## config.mk

```make
export PLATFORM = sky130hd
export DESIGN_NAME = vm_entry_ctl_check
export DESIGN_NICKNAME = d
export VERILOG_FILES = /design/src/rtl/vm_entry_ctl_check.sv
export SDC_FILE = /design/constraint.sdc
export NUM_CORES = 1
export LEC_CHECK = 0
export ABC_AREA = 1
export ABC_CLOCK_PERIOD_IN_PS = 9100
export BUFFER_PORTS_ARGS = -buffer_cell sky130_fd_sc_hd__buf_4
export CAP_MARGIN = 10
export CORE_UTILIZATION = 40
export DETAILED_ROUTE_END_ITERATION = 10
export SLEW_MARGIN = 15
export SYNTH_ARGS = -nofsm -noshare
export SYNTH_HDL_FRONTEND = slang
export SYNTH_SLANG_ARGS = --single-unit
export TNS_END_PERCENT = 30
```

## constraint.sdc

```tcl
create_clock -name clk -period 9.1 [get_ports clk]
set_input_delay 0.91 -clock clk [delete_from_list [all_inputs] [get_ports clk]]
set_output_delay 0.91 -clock clk [all_outputs]
set_load 0.005 [all_outputs]
```

## src/rtl/vm_entry_ctl_check.sv

```systemverilog
module vm_entry_ctl_check #(
  parameter int PA_MIN = 32,
  parameter int PA_MAX = 52,
  parameter int ADDR_W = 64,
  parameter int TAG_W  = 16
) (
  input  logic              clk,
  input  logic              rst_n,
  input  logic              start,
  input  logic [31:0]       prim_ctl,
  input  logic [31:0]       sec_ctl,
  input  logic [31:0]       prio_thresh,
  input  logic [ADDR_W-1:0] apic_page,
  input  logic [TAG_W-1:0]  vproc_tag,
  input  logic [ADDR_W-1:0] npt_root,
  input  logic [7:0]        vapic_byte,
  input  logic [7:0]        mtype_cap,
  input  logic [6:0]        pa_width,
  output logic              busy,
  output logic              done,
  output logic              pass,
  output logic [3:0]        err_code
);
  localparam int NRULE = 12;
  localparam int PW_W  = 7;

  logic [31:0]       r_prim, r_sec, r_thr;
  logic [ADDR_W-1:0] r_page, r_root;
  logic [TAG_W-1:0]  r_tag;
  logic [7:0]        r_vbyte, r_cap;
  logic [PW_W-1:0]   r_pa;
  logic [3:0]        step;

  logic [PW_W-1:0] pa_clamped;
  assign pa_clamped = (int'(pa_width) < PA_MIN) ? PW_W'(PA_MIN) :
                      (int'(pa_width) > PA_MAX) ? PW_W'(PA_MAX) : pa_width;

  logic nmi_exit, vnmi, nmi_win, tpr_sh, tag_en, sec_on;
  logic acc_virt, x2_virt, npt_en;
  assign nmi_exit = r_prim[0];
  assign vnmi     = r_prim[1];
  assign nmi_win  = r_prim[2];
  assign tpr_sh   = r_prim[3];
  assign tag_en   = r_prim[4];
  assign sec_on   = r_prim[31];
  assign acc_virt = sec_on & r_sec[0];
  assign x2_virt  = sec_on & r_sec[1];
  assign npt_en   = sec_on & r_sec[2];

  logic [ADDR_W-1:0] hi_mask;
  assign hi_mask = ~((ADDR_W'(1) << r_pa) - ADDR_W'(1));

  logic [NRULE:0] fail;
  assign fail[0]  = 1'b0;
  assign fail[1]  = tpr_sh & (r_thr[31:4] != '0);
  assign fail[2]  = tpr_sh & ~acc_virt & (r_thr[3:0] > r_vbyte[7:4]);
  assign fail[3]  = vnmi & ~nmi_exit;
  assign fail[4]  = nmi_win & ~vnmi;
  assign fail[5]  = acc_virt & (r_page[11:0] != '0);
  assign fail[6]  = acc_virt & ((r_page & hi_mask) != '0);
  assign fail[7]  = x2_virt & (~tpr_sh | acc_virt);
  assign fail[8]  = tag_en & (r_tag == '0);
  assign fail[9]  = npt_en & ~r_cap[r_root[2:0]];
  assign fail[10] = npt_en & (r_root[5:3] != 3'd3);
  assign fail[11] = npt_en & (r_root[11:6] != '0);
  assign fail[12] = npt_en & ((r_root & hi_mask) != '0);

  always_ff @(posedge clk) begin
    if (!rst_n) begin
      busy <= 1'b0; done <= 1'b0; pass <= 1'b0; err_code <= '0; step <= '0;
      r_prim <= '0; r_sec <= '0; r_thr <= '0; r_page <= '0; r_root <= '0;
      r_tag <= '0; r_vbyte <= '0; r_cap <= '0; r_pa <= PW_W'(PA_MIN);
    end else begin
      done <= 1'b0;
      if (!busy) begin
        if (start) begin
          busy <= 1'b1; step <= 4'd1;
          r_prim <= prim_ctl; r_sec <= sec_ctl; r_thr <= prio_thresh;
          r_page <= apic_page; r_root <= npt_root; r_tag <= vproc_tag;
          r_vbyte <= vapic_byte; r_cap <= mtype_cap; r_pa <= pa_clamped;
        end
      end else if (fail[step]) begin
        busy <= 1'b0; done <= 1'b1; pass <= 1'b0; err_code <= step;
      end else if (int'(step) == NRULE) begin
        busy <= 1'b0; done <= 1'b1; pass <= 1'b1; err_code <= '0;
      end else begin
        step <= step + 4'd1;
      end
    end
  end

  AST_DONE_PULSE: assert property (@(posedge clk) disable iff (!rst_n) done |=> !done);
  AST_BUSY_ENDS_IN_DONE: assert property (@(posedge clk) disable iff (!rst_n) busy |=> (busy || done));
  AST_PASS_MATCH: assert property (@(posedge clk) disable iff (!rst_n) done |-> (pass == (err_code == 4'd0)));
  AST_CODE_RANGE: assert property (@(posedge clk) disable iff (!rst_n) done |-> (int'(err_code) <= NRULE));
  AST_SNAPSHOT_HELD: assert property (@(posedge clk) disable iff (!rst_n) busy |=> ($stable(r_prim) && $stable(r_root) && $stable(r_page)));
  AST_PA_RANGE: assert property (@(posedge clk) disable iff (!rst_n) (int'(r_pa) >= PA_MIN) && (int'(r_pa) <= PA_MAX));
endmodule

```

* Word level (Yosys, flattened, before mapping)
Index checks and enable logic that the tools add are counted.
** Storage, ports and cells
- Register bits :: 245
- Bits of input ports :: 266
- Output and inout bits :: 7
- Logic and storage cells :: 84
** Cells by class
- $add $sub $neg :: 2
- $lt $le $gt $ge :: 5
- Equality and inequality tests :: 4
- Shifts and indexed selects :: 1
- Mux-type cells :: 20
- Bitwise operators :: 26
- Reductions and logical operators :: 12
** Operators by type and width (number)
- 64-bit bitwise AND :: 2
- 64-bit nonzero test :: 2
- 64-bit inverter :: 1
- 1-bit by 7-bit << shifter with 64-bit output (first input constant) :: 1
- 64-bit by 2-bit subtractor with 64-bit output (second input constant) :: 1
- 28-bit nonzero test :: 1
- 4-bit two-way mux :: 6
- 1-bit bitwise AND :: 16
- 16-bit logical NOT :: 1
- 7-bit two-way mux :: 2
- 12-bit nonzero test :: 1
- 1-bit two-way mux :: 10
- 7-bit by 6-bit greater-than comparator with 1-bit output (second input constant) :: 1
- 7-bit by 6-bit < comparator with 1-bit output (second input constant) :: 1
- 1-bit inverter :: 6
- 2-bit AND reduction :: 3
- 6-bit nonzero test :: 1
- 4-bit by 5-bit < comparator with 1-bit output (second input constant) :: 1
- 4-bit by 1-bit adder with 4-bit output (second input constant) :: 1
- 1-bit binary-select mux with 4-bit select :: 1
- 4-bit by 3-bit equality test with 1-bit output (second input constant) :: 1
- 4-bit greater-than comparator :: 1
- 3-bit by 4-bit < comparator with 1-bit output (second input constant) :: 1
- 2-bit != test (second input constant) :: 2
- 5 further kinds :: 6

* Longest topological paths before layout
Gate-level depths: netlist of the first run.
- Depth in word-level cells :: 10
- Depth in mapped cells :: 29

* Worst setup path before layout of the first run
No wires, ideal clock.
- Path type :: reg2reg
- From :: reg r_pa[0]
- To :: reg step[0]
- Arrival :: 2.905 ns
- Data required time :: 8.987 ns
- Slack :: 6.082 ns
- Stages on the path, launching flop included :: 28
- Buffers on the path :: 2
- Period minus slack after synthesis :: 3.018 ns
- Cells stage by stage :: dfxtp_1 -> buf_6 -> nor2_2 -> nand4_2 -> nor2_1 -> inv_1 -> ha_1 -> nand2_1 -> nor2_1 -> nand2_2 -> nor2_2 -> buf_6 -> nand2_2 -> nand2_1 -> nand3_1 -> nand2_1 -> nor2_1 -> nand2_1 -> nor3_2 -> nand3_1 -> nand2_1 -> nand2_1 -> nand2_1 -> nand2_2 -> nand2_4 -> nand2_4 -> o21ai_1 -> nor2_1
** Between the ends
- Longest elaborated chain between the ends :: 10
- Elaborated cells on any way between the ends :: 13
- Those cells by class :: add/sub (1); eq/ne (1); shift (1); mux (2); bitwise (5); reduce/logical (3)
** RTL lines
- from (decl) :: line 31 : logic [PW_W-1:0] r_pa;
- from (signal assigned) :: line 80 : r_vbyte <= vapic_byte; r_cap <= mtype_cap; r_pa <= pa_clamped;
- 1-bit by 7-bit << shifter with 64-bit output * :: line 51 : assign hi_mask = ~((ADDR_W'(1) << r_pa) - ADDR_W'(1));
- 64-bit by 2-bit subtractor with 64-bit output * :: line 51
- 64-bit inverter * :: line 51
- 64-bit bitwise AND (on tied branches) :: line 60, 66
- 64-bit nonzero test (on tied branches) :: line 60, 66
- 1-bit bitwise AND (on tied branches) :: line 60, 66
- 1-bit binary-select mux with 4-bit select * :: line 82 : end else if (fail[step]) begin
- 1-bit two-way mux (not written as such) * :: line 82
- 2-bit != test (no source line) *
- 3-bit AND reduction (no source line) *
- to (signal assigned) :: line 87 : step <= step + 4'd1;
- to (decl) :: line 32 : logic [3:0] step;
Every way passes the cells marked *; elsewhere a longest branch is shown, timed or not. The select of a mux whose other input is x is not followed.
A chain may end at the register's enable or synchronous reset.

* Worst setup path in the final report of the first run
- From :: reg r_pa[4]
- To :: reg step[0]
Same word-level chain as after synthesis.

==> summary.txt, run 1 <==
Run status
  – Outcome: complete, no violations

GRT
  – Pin count of the biggest net entering global routing: around 110
  – First-pass GRT wire length: ~60000 um
  – Gr usage total: between 20% and 30%
  – Number of global-route vias before repair: between 10000 and 15000
  – Congestion Overflow GR: 0
  – Initial antenna violation count: 0

Cells and area
  – NumNets Final: between 2000 and 2500
  – Ratio of cells with drive above 1 in the final layout: between 10% and 20%
  – Fillers: about 3100
  – Area delta synth->final: 21.7%
  – Final Cell Area: ~14000 um^2

Timing
  – RSZ-0062 raised after global routing: no
  – Clock skew: 0.00877 ns
  – Slew HR: between 40% and 50%
  – Worst Tran Pin Value: 0.857 ns
  – Slew Limit Fails: 0
  – Final min period: 4.71 ns
  – Setup TNS: 0 ns
  – Final setup viols: 0
  – Fin. Hold Viols: 0
  – FMAX: about 210 MHz
  – Final period util: about half

Synth
  – Syn nets: between 2000 and 2500
  – Synthesized area per cell: approximately 6.2 um^2
  – Syn Inst Count: between 1500 and 2000
  – Synthesis Warnings: 0
  – Mapped cell area: between 10000 and 15000 um^2
  – #FFs+latches synth: between 200 and 250
  – Seq/Total Area, Yosys: 37.3%
  – Yosys cell types: about 40

Job
  – Max-Cap Viols: 0

Floorplanning
  – Rows: 61
  – IO Pins: between 200 and 300
  – Starting Density: between 40% and 50%
  – Die Ht: 172 um
  – Die W: approximately 170 um
  – Core footprint: 28100 um^2
  – Total die area: between 20000 and 30000 um^2

Clocking
  – Clock-pin slew on the worst setup and hold paths: approximately 0.06 ns
  – TritonCTS clock tree: done
  – TritonCTS buffer count: 24
  – Post-CTS setup buffers: 0
  – Clk Tree Root Cell: clkbuf_16
  – Post-cts resize count: 0
  – TritonCTS Sinks: 215
  – Max Root-Sink Buffers: 3
  – Clock latency on the worst-skew pair: around 0.54 ns
  – H-tree depth: 1
  – Hold_buf cts: 0

Routing
  – ANT nets after route: 0
  – Vias per inst: between 5 and 6
  – DRC: 0
  – Initial DRT Pass Iterations: 7
  – Routed Wire Length: 39400 um
  – Vias: approximately 12000
  – Routed WL per cell: about 16 um
  – Starting DRT DRC Count: 858

Setup path
  – Crit path capture type: flip-flop
  – Critical-path top delay cell: nor2_2
  – Most used cell, CP: nor2_1
  – Critical Path Start Type: flip-flop
  – Max incr delay on CP: between 0.5 and 0.6 ns
  – Worst path cell trace: buf_4 -> inv_2 -> nand4_2 -> nor2_1 -> inv_1 -> ha_1 -> nand2_1 -> nor2_1 -> nand2_2 -> nor2_2 -> nand3_1 -> nand3_1 -> nand2_1 -> nor2_1 -> nand4_1 -> nor3_1 -> nand3b_1 -> nand2_1 -> nand2_2 -> nand2_4 -> nand2_4 -> o21ai_1 -> nor2_1
  – Crit Path Max Fanout: 33
  – Crit path DAT: just over 5 ns
  – CP Class: reg2reg
  – R2R Setup Slk: between 4 and 5 ns
  – Req. time, crit path: roughly 9.5 ns

Place
  – Routability cong.: 1.00
  – Area after DPL: 13300 um^2
  – Port bufs: about 210
  – HPWL Detailed: between 30000 and 40000 um

Power
  – Max rail drop VDD: ~0.13 mV
  – Power density over the cells: approximately 170 nW/um^2
  – Leakage power: 6.99 nW

Min path
  – HP Class: reg2reg
[kinds of logic after synthesis]
kind of cell | count (synthesis) | share of synthesized area [%]
AND/OR/NAND/NOR | 1154 | 42.5
AO/OA/AOI/OAI | 266 | 11.9
flip-flops | 215 | 37.3
buffers and inverters | 207 | 7.23
adder cells (fa/ha/maj) | 7 | 0.759
XOR/XNOR | 3 | 0.228
[stage by stage]
stage               cells  util (%)  total power [mW]  worst slack [ns]  hold WS [ns]
global route         2402      50.0              2.55              4.05         0.487
detailed placement   2360      47.3              1.52              4.47         0.454
finish               2403      50.0              2.41              4.39         0.458
floorplan            1852         -              1.36              6.08         0.425
CTS                  2402      50.0              2.44              4.46         0.463
global placement     2360      47.3              1.52              4.55         0.442
[report_power, final]
part / switching [mW] / internal, mW
logic: 0.257 / 0.172
registers: 0.0531 / 1.02
clock network: 0.387 / 0.522
total: 0.698 / 1.72
[cell usage in the layout, fill, tap and decap left out, types with 2 or more instances in the layout]
cell | synthesis | routed
clkinv_4 | 0 | 2
dfxtp_1 | 215 | 215
clkinv_2 | 0 | 3
ha_1 | 7 | 7
inv_1 | 99 | 99
buf_4 | 2 | 222
nand2_1 | 334 | 333
nand3_1 | 136 | 136
o21ai_1 | 4 | 4
nand3b_1 | 5 | 5
a31oi_1 | 5 | 5
clkbuf_8 | 0 | 4
nand4_1 | 71 | 71
clkbuf_1 | 69 | 8
clkinv_1 | 4 | 3
o221ai_1 | 2 | 2
nor4_1 | 16 | 16
inv_2 | 12 | 12
nor3_1 | 12 | 12
a22oi_1 | 2 | 2
nand3_2 | 3 | 3
o21ai_0 | 212 | 212
o22ai_1 | 3 | 3
o211ai_1 | 2 | 2
clkbuf_16 | 0 | 24
nand2_2 | 8 | 8
a21oi_1 | 30 | 30
nand4_2 | 2 | 2
nand2_4 | 2 | 3
nor2_1 | 542 | 542
nor2_2 | 15 | 15
o21bai_1 | 3 | 3
nor2_4 | 4 | 4
xor2_1 | 2 | 2
[critical path: cells and delay by family (launching register included)]
family	cells	cell delay [ns]
AND/OR/NAND/NOR	18	3.21
buffers and inverters	3	0.79
flip-flops	1	0.30
adder cells (fa/ha/maj)	1	0.17
AO/OA/AOI/OAI	1	0.12
[sequential cells by signal, summed over array words and instances, names as in the netlist]
| name | flops |
|---|---|
| r_tag | 16 |
| busy | 1 |
| r_root | 64 |
| step | 4 |
| pass | 1 |
| r_sec | 3 |
| r_cap | 8 |
| r_page | 64 |
| r_vbyte | 4 |
| r_thr | 32 |
| r_pa | 7 |
| done | 1 |
| r_prim | 6 |
| err_code | 4 |
[cells in the mapped netlist, drive strengths merged]
master / number / area share (%)
nor3: 13 / 0.61
nand3b: 5 / 0.33
nand4: 73 / 4.1
a31oi: 5 / 0.27
inv: 111 / 3.6
ha: 7 / 0.76
o221ai: 2 / 0.15
xnor2: 1 / 0.076
nand2: 344 / 11
clkinv: 4 / 0.13
o31ai: 1 / 0.065
and2: 1 / 0.054
o21ai: 216 / 9.4
or2: 1 / 0.054
o21bai: 3 / 0.20
o22ai: 3 / 0.16
a21oi: 30 / 1.3
nor4: 16 / 0.87
o211ai: 2 / 0.13
nand3: 139 / 6.2
nor3b: 1 / 0.065
a22oi: 2 / 0.13
o2111ai: 1 / 0.076
buf: 23 / 1.2
xor2: 2 / 0.15
nor2: 561 / 19
clkbuf: 69 / 2.2
dfxtp: 215 / 37
a211oi: 1 / 0.065
[path summary, 6_finish.rpt]
| check | startpoint | end | cells past startpoint |
|---|---|---|---|
| worst max-delay path | r_pa[4] | step[0] | 23 |
| worst min-delay path | r_vbyte[6] | r_vbyte[6] | 2 |
| worst max register to register | r_pa[4] | step[0] | 23 |
| worst min register to register | r_vbyte[6] | r_vbyte[6] | 2 |
[layout make-up]
cell class,instances,area (um^2),area share [%]
clock buffer,36,686,4.89
antenna,1,2.50,0.0178
tap,378,473,3.37
timing repair buffer,222,1670,11.9
multi-input combinational,1430,6400,45.6
sequential,215,4300,30.7
inverter,115,434,3.09
clock inverter,6,62.6,0.446
[routing by layer]
metal / vias up / share of wire (%) / GRT usage (%)
li1: 6362 / - / -
met4: 0 / 3.4 / 8.73
met2: 362 / 44 / 42.3
met3: 68 / 7.4 / 6.60
met5: - / 0 / 0
met1: 5530 / 45 / 34.4
Power figures use the tool's default switching activity.
==> run 2: changes to the inputs <==
Settings changed: ABC_CLOCK_PERIOD_IN_PS 9100 to 4100.
Clock period 9.1 ns to 4.1 ns, I/O delays scaled along.
==> run 2 against run 1 <==
  * Clock power increased by 120%
  * Sequential share of layout area decreased by 0.76 points
  * Clock skew about the same
  * Cell count increased by 1.7%
  * Count of clock-buffer cells in the layout decreased by 2
  * Via count increased by 1.3%
  * Final area increased by 2.6%
  * Critical path type unchanged
==> summary.txt, run 2 (synthesis results as in run 1) <==
Setup path
  – Crit path launch: r_pa[0]
  – Crit path DAT: 4.23 ns
  – Reg2reg end: err_code[2]
  – Worst r2r src: r_pa[0]
  – R2R Setup Slk: roughly 0.32 ns
  – CP endpoint: err_code[2]
  – Crit path capture type: flip-flop
  – CP Class: reg2reg
  – Max incr delay on CP: about 0.50 ns
  – WP buf/inv: 4
  – Req. time, crit path: around 4.6 ns
  – Critical-path top delay cell: dfxtp_1
  – Most used cell, CP: nand2_1
  – Path depth of the worst reg2reg path: 26
  – Crit Path Max Fanout: 8
  – Critical path depth: 26
  – Critical Path Start Type: flip-flop
  – CP top delay family: simple AND/OR/NAND/NOR gates

Place
  – HPWL Detailed: about 32000 um
  – Routability cong.: 0.992
  – Port bufs: 213

Timing
  – Final min period: 3.78 ns
  – FMAX: approximately 260 MHz
  – Setup TNS: 0 ns
  – Slew Limit Fails: 0
  – Fin. Hold Viols: 0
  – RSZ-0062 raised after global routing: no
  – Clock skew: between 0.009 and 0.01 ns
  – Final period util: ~92%
  – Slew HR: a little under half
  – Final setup viols: 0
  – Worst Tran Pin Value: slightly below 0.8 ns

Routing
  – Routed wl met3: around 2700 um
  – Starting DRT DRC Count: between 800 and 900
  – Metal2 WL: approximately 18000 um
  – Routed met1 length: approximately 18000 um
  – ANT nets after route: 0
  – Initial DRT Pass Iterations: 5
  – Routed Wire Length: approximately 40000 um
  – Vias per inst: 5.11
  – Routed WL per cell: about 17 um
  – DR top layer: met4
  – DRC: 0
  – Vias: approximately 12000

GRT
  – Congestion Overflow GR: 0
  – Initial antenna violation count: 0
  – First-pass GRT wire length: between 60000 and 70000 um
  – Number of global-route vias before repair: about 12000
  – Pin count of the biggest net entering global routing: between 100 and 150
  – Gr usage total: 27.3%

Power
  – Max rail drop VDD: about 0.27 mV
  – Leakage power: approximately 7 nW
  – Total power: 5.37 mW
  – Power density over the cells: between 300 and 400 nW/um^2

Cells and area
  – Commonest non-fill, non-tap cell in the layout: nor2_1
  – NumNets Final: roughly 2300
  – Top Registers: r_page: 64 flops, r_root: 64 flops, r_thr: 32 flops
  – Ratio of cells with drive above 1 in the final layout: between 15 and 20%
  – Area delta synth->final: 24.8%
  – Number of antenna diodes: 0
  – Most frequent cells in the layout: nor2_1, nand2_1, buf_4

Floorplanning
  – IO Pins: 273
  – Starting Density: 41.1%
  – Rows: 61
  – Core footprint: around 28000 um^2
  – Die W: 172 um
  – Die Ht: around 170 um
  – Total die area: 29500 um^2

Clocking
  – H-tree depth: 1
  – Clock-pin slew on the worst setup and hold paths: ~0.060 ns
  – Max Root-Sink Buffers: 3
  – Clk Tree Root Cell: clkbuf_16
  – Clock latency on the worst-skew pair: 0.54 ns
  – TritonCTS clock tree: done
  – TritonCTS buffer count: 23
  – TritonCTS Sinks: 215
  – Post-CTS setup buffers: 0

Min path
  – HP Class: in2reg
  – Hold_sp: apic_page[45]

Run status
  – Outcome: complete, no violations

Job
  – Max-Cap Viols: 0
-- run 2: cell types whose count changed in the layout (fill, tap and decap cells not counted), moves of 2 or more --
cell      change
clkbuf_8      +2
buf_12        +3
clkbuf_1      -3
buf_4        +42
-- run 2: metrics by stage --
stage	utilization (%)	area, um^2	hold WS (ns)	std cells	worst slack, ns
finish	51.2	14400	0.124	2445	0.320
global route	51.2	14400	0.123	2445	0.00292
CTS	51.2	14400	0.108	2445	0.299
detailed placement	48.6	13700	0.449	2405	0.363
global placement	48.6	13700	0.442	2405	0.406
floorplan	-	11500	0.425	1852	1.08
-- run 2: cell type report --
cell class	count	area, um^2
clock inverter	6	51.3
sequential	215	4300
clock buffer	34	677
timing repair buffer	267	2040
inverter	115	434
fill	3008	13700
tap	378	473
multi-input combinational	1430	6410
-- run 2: where the power goes --
part,internal (mW),switching (mW)
Clock,1.15,0.852
Combinational,0.399,0.582
Sequential,2.27,0.116
-- run 2: worst min-delay path by stage --
| stage | end | slack [ns] | cells after the start |
|---|---|---|---|
| 5_1_grt | r_root[49] | 0.12 | 3 |
| 3_3_place_gp | r_tag[0] | 0.44 | 2 |
| 6_report | r_page[45] | 0.12 | 3 |
| 3_5_place_dp | r_vbyte[5] | 0.45 | 2 |
| 2_1_floorplan | r_root[31] | 0.42 | 2 |
| 4_1_cts | r_page[45] | 0.11 | 3 |
-- run 2: routing by layer --
layer	up-vias	global-route usage, %
met1	5600	36.8
li1	6458	-
met5	-	0
met4	0	7.08
met2	373	44.5
met3	57	5.25
-- run 2: what timing repair did --
item | in CTS | in global routing
hold buffers | 0 | 0
endpoints found under the hold margin | 0 | 0
endpoints found under the setup margin | 0 | 11
resized for setup | 0 | 1
-- run 2: worst register-to-register path: stages (launching register included) --
cell and delay, ns:
dfxtp_1 0.50, nand2_1 0.16, nor2_2 0.46, nand4_1 0.27, inv_1 0.18, nor2_2 0.07, nand3_2 0.11, buf_4 0.13
inv_1 0.05, nand2_1 0.07, nor2_1 0.05, buf_4 0.16, nand2_1 0.06, nand2_1 0.11, nand3_1 0.10, nand2_1 0.05
nor2_1 0.08, nand2_1 0.13, nor2_1 0.13, nand3_1 0.13, nand2_1 0.10, nand2_1 0.05, nand2_1 0.07, nand2_2 0.09
nand3_2 0.15, nand3_1 0.10, a21oi_1 0.14
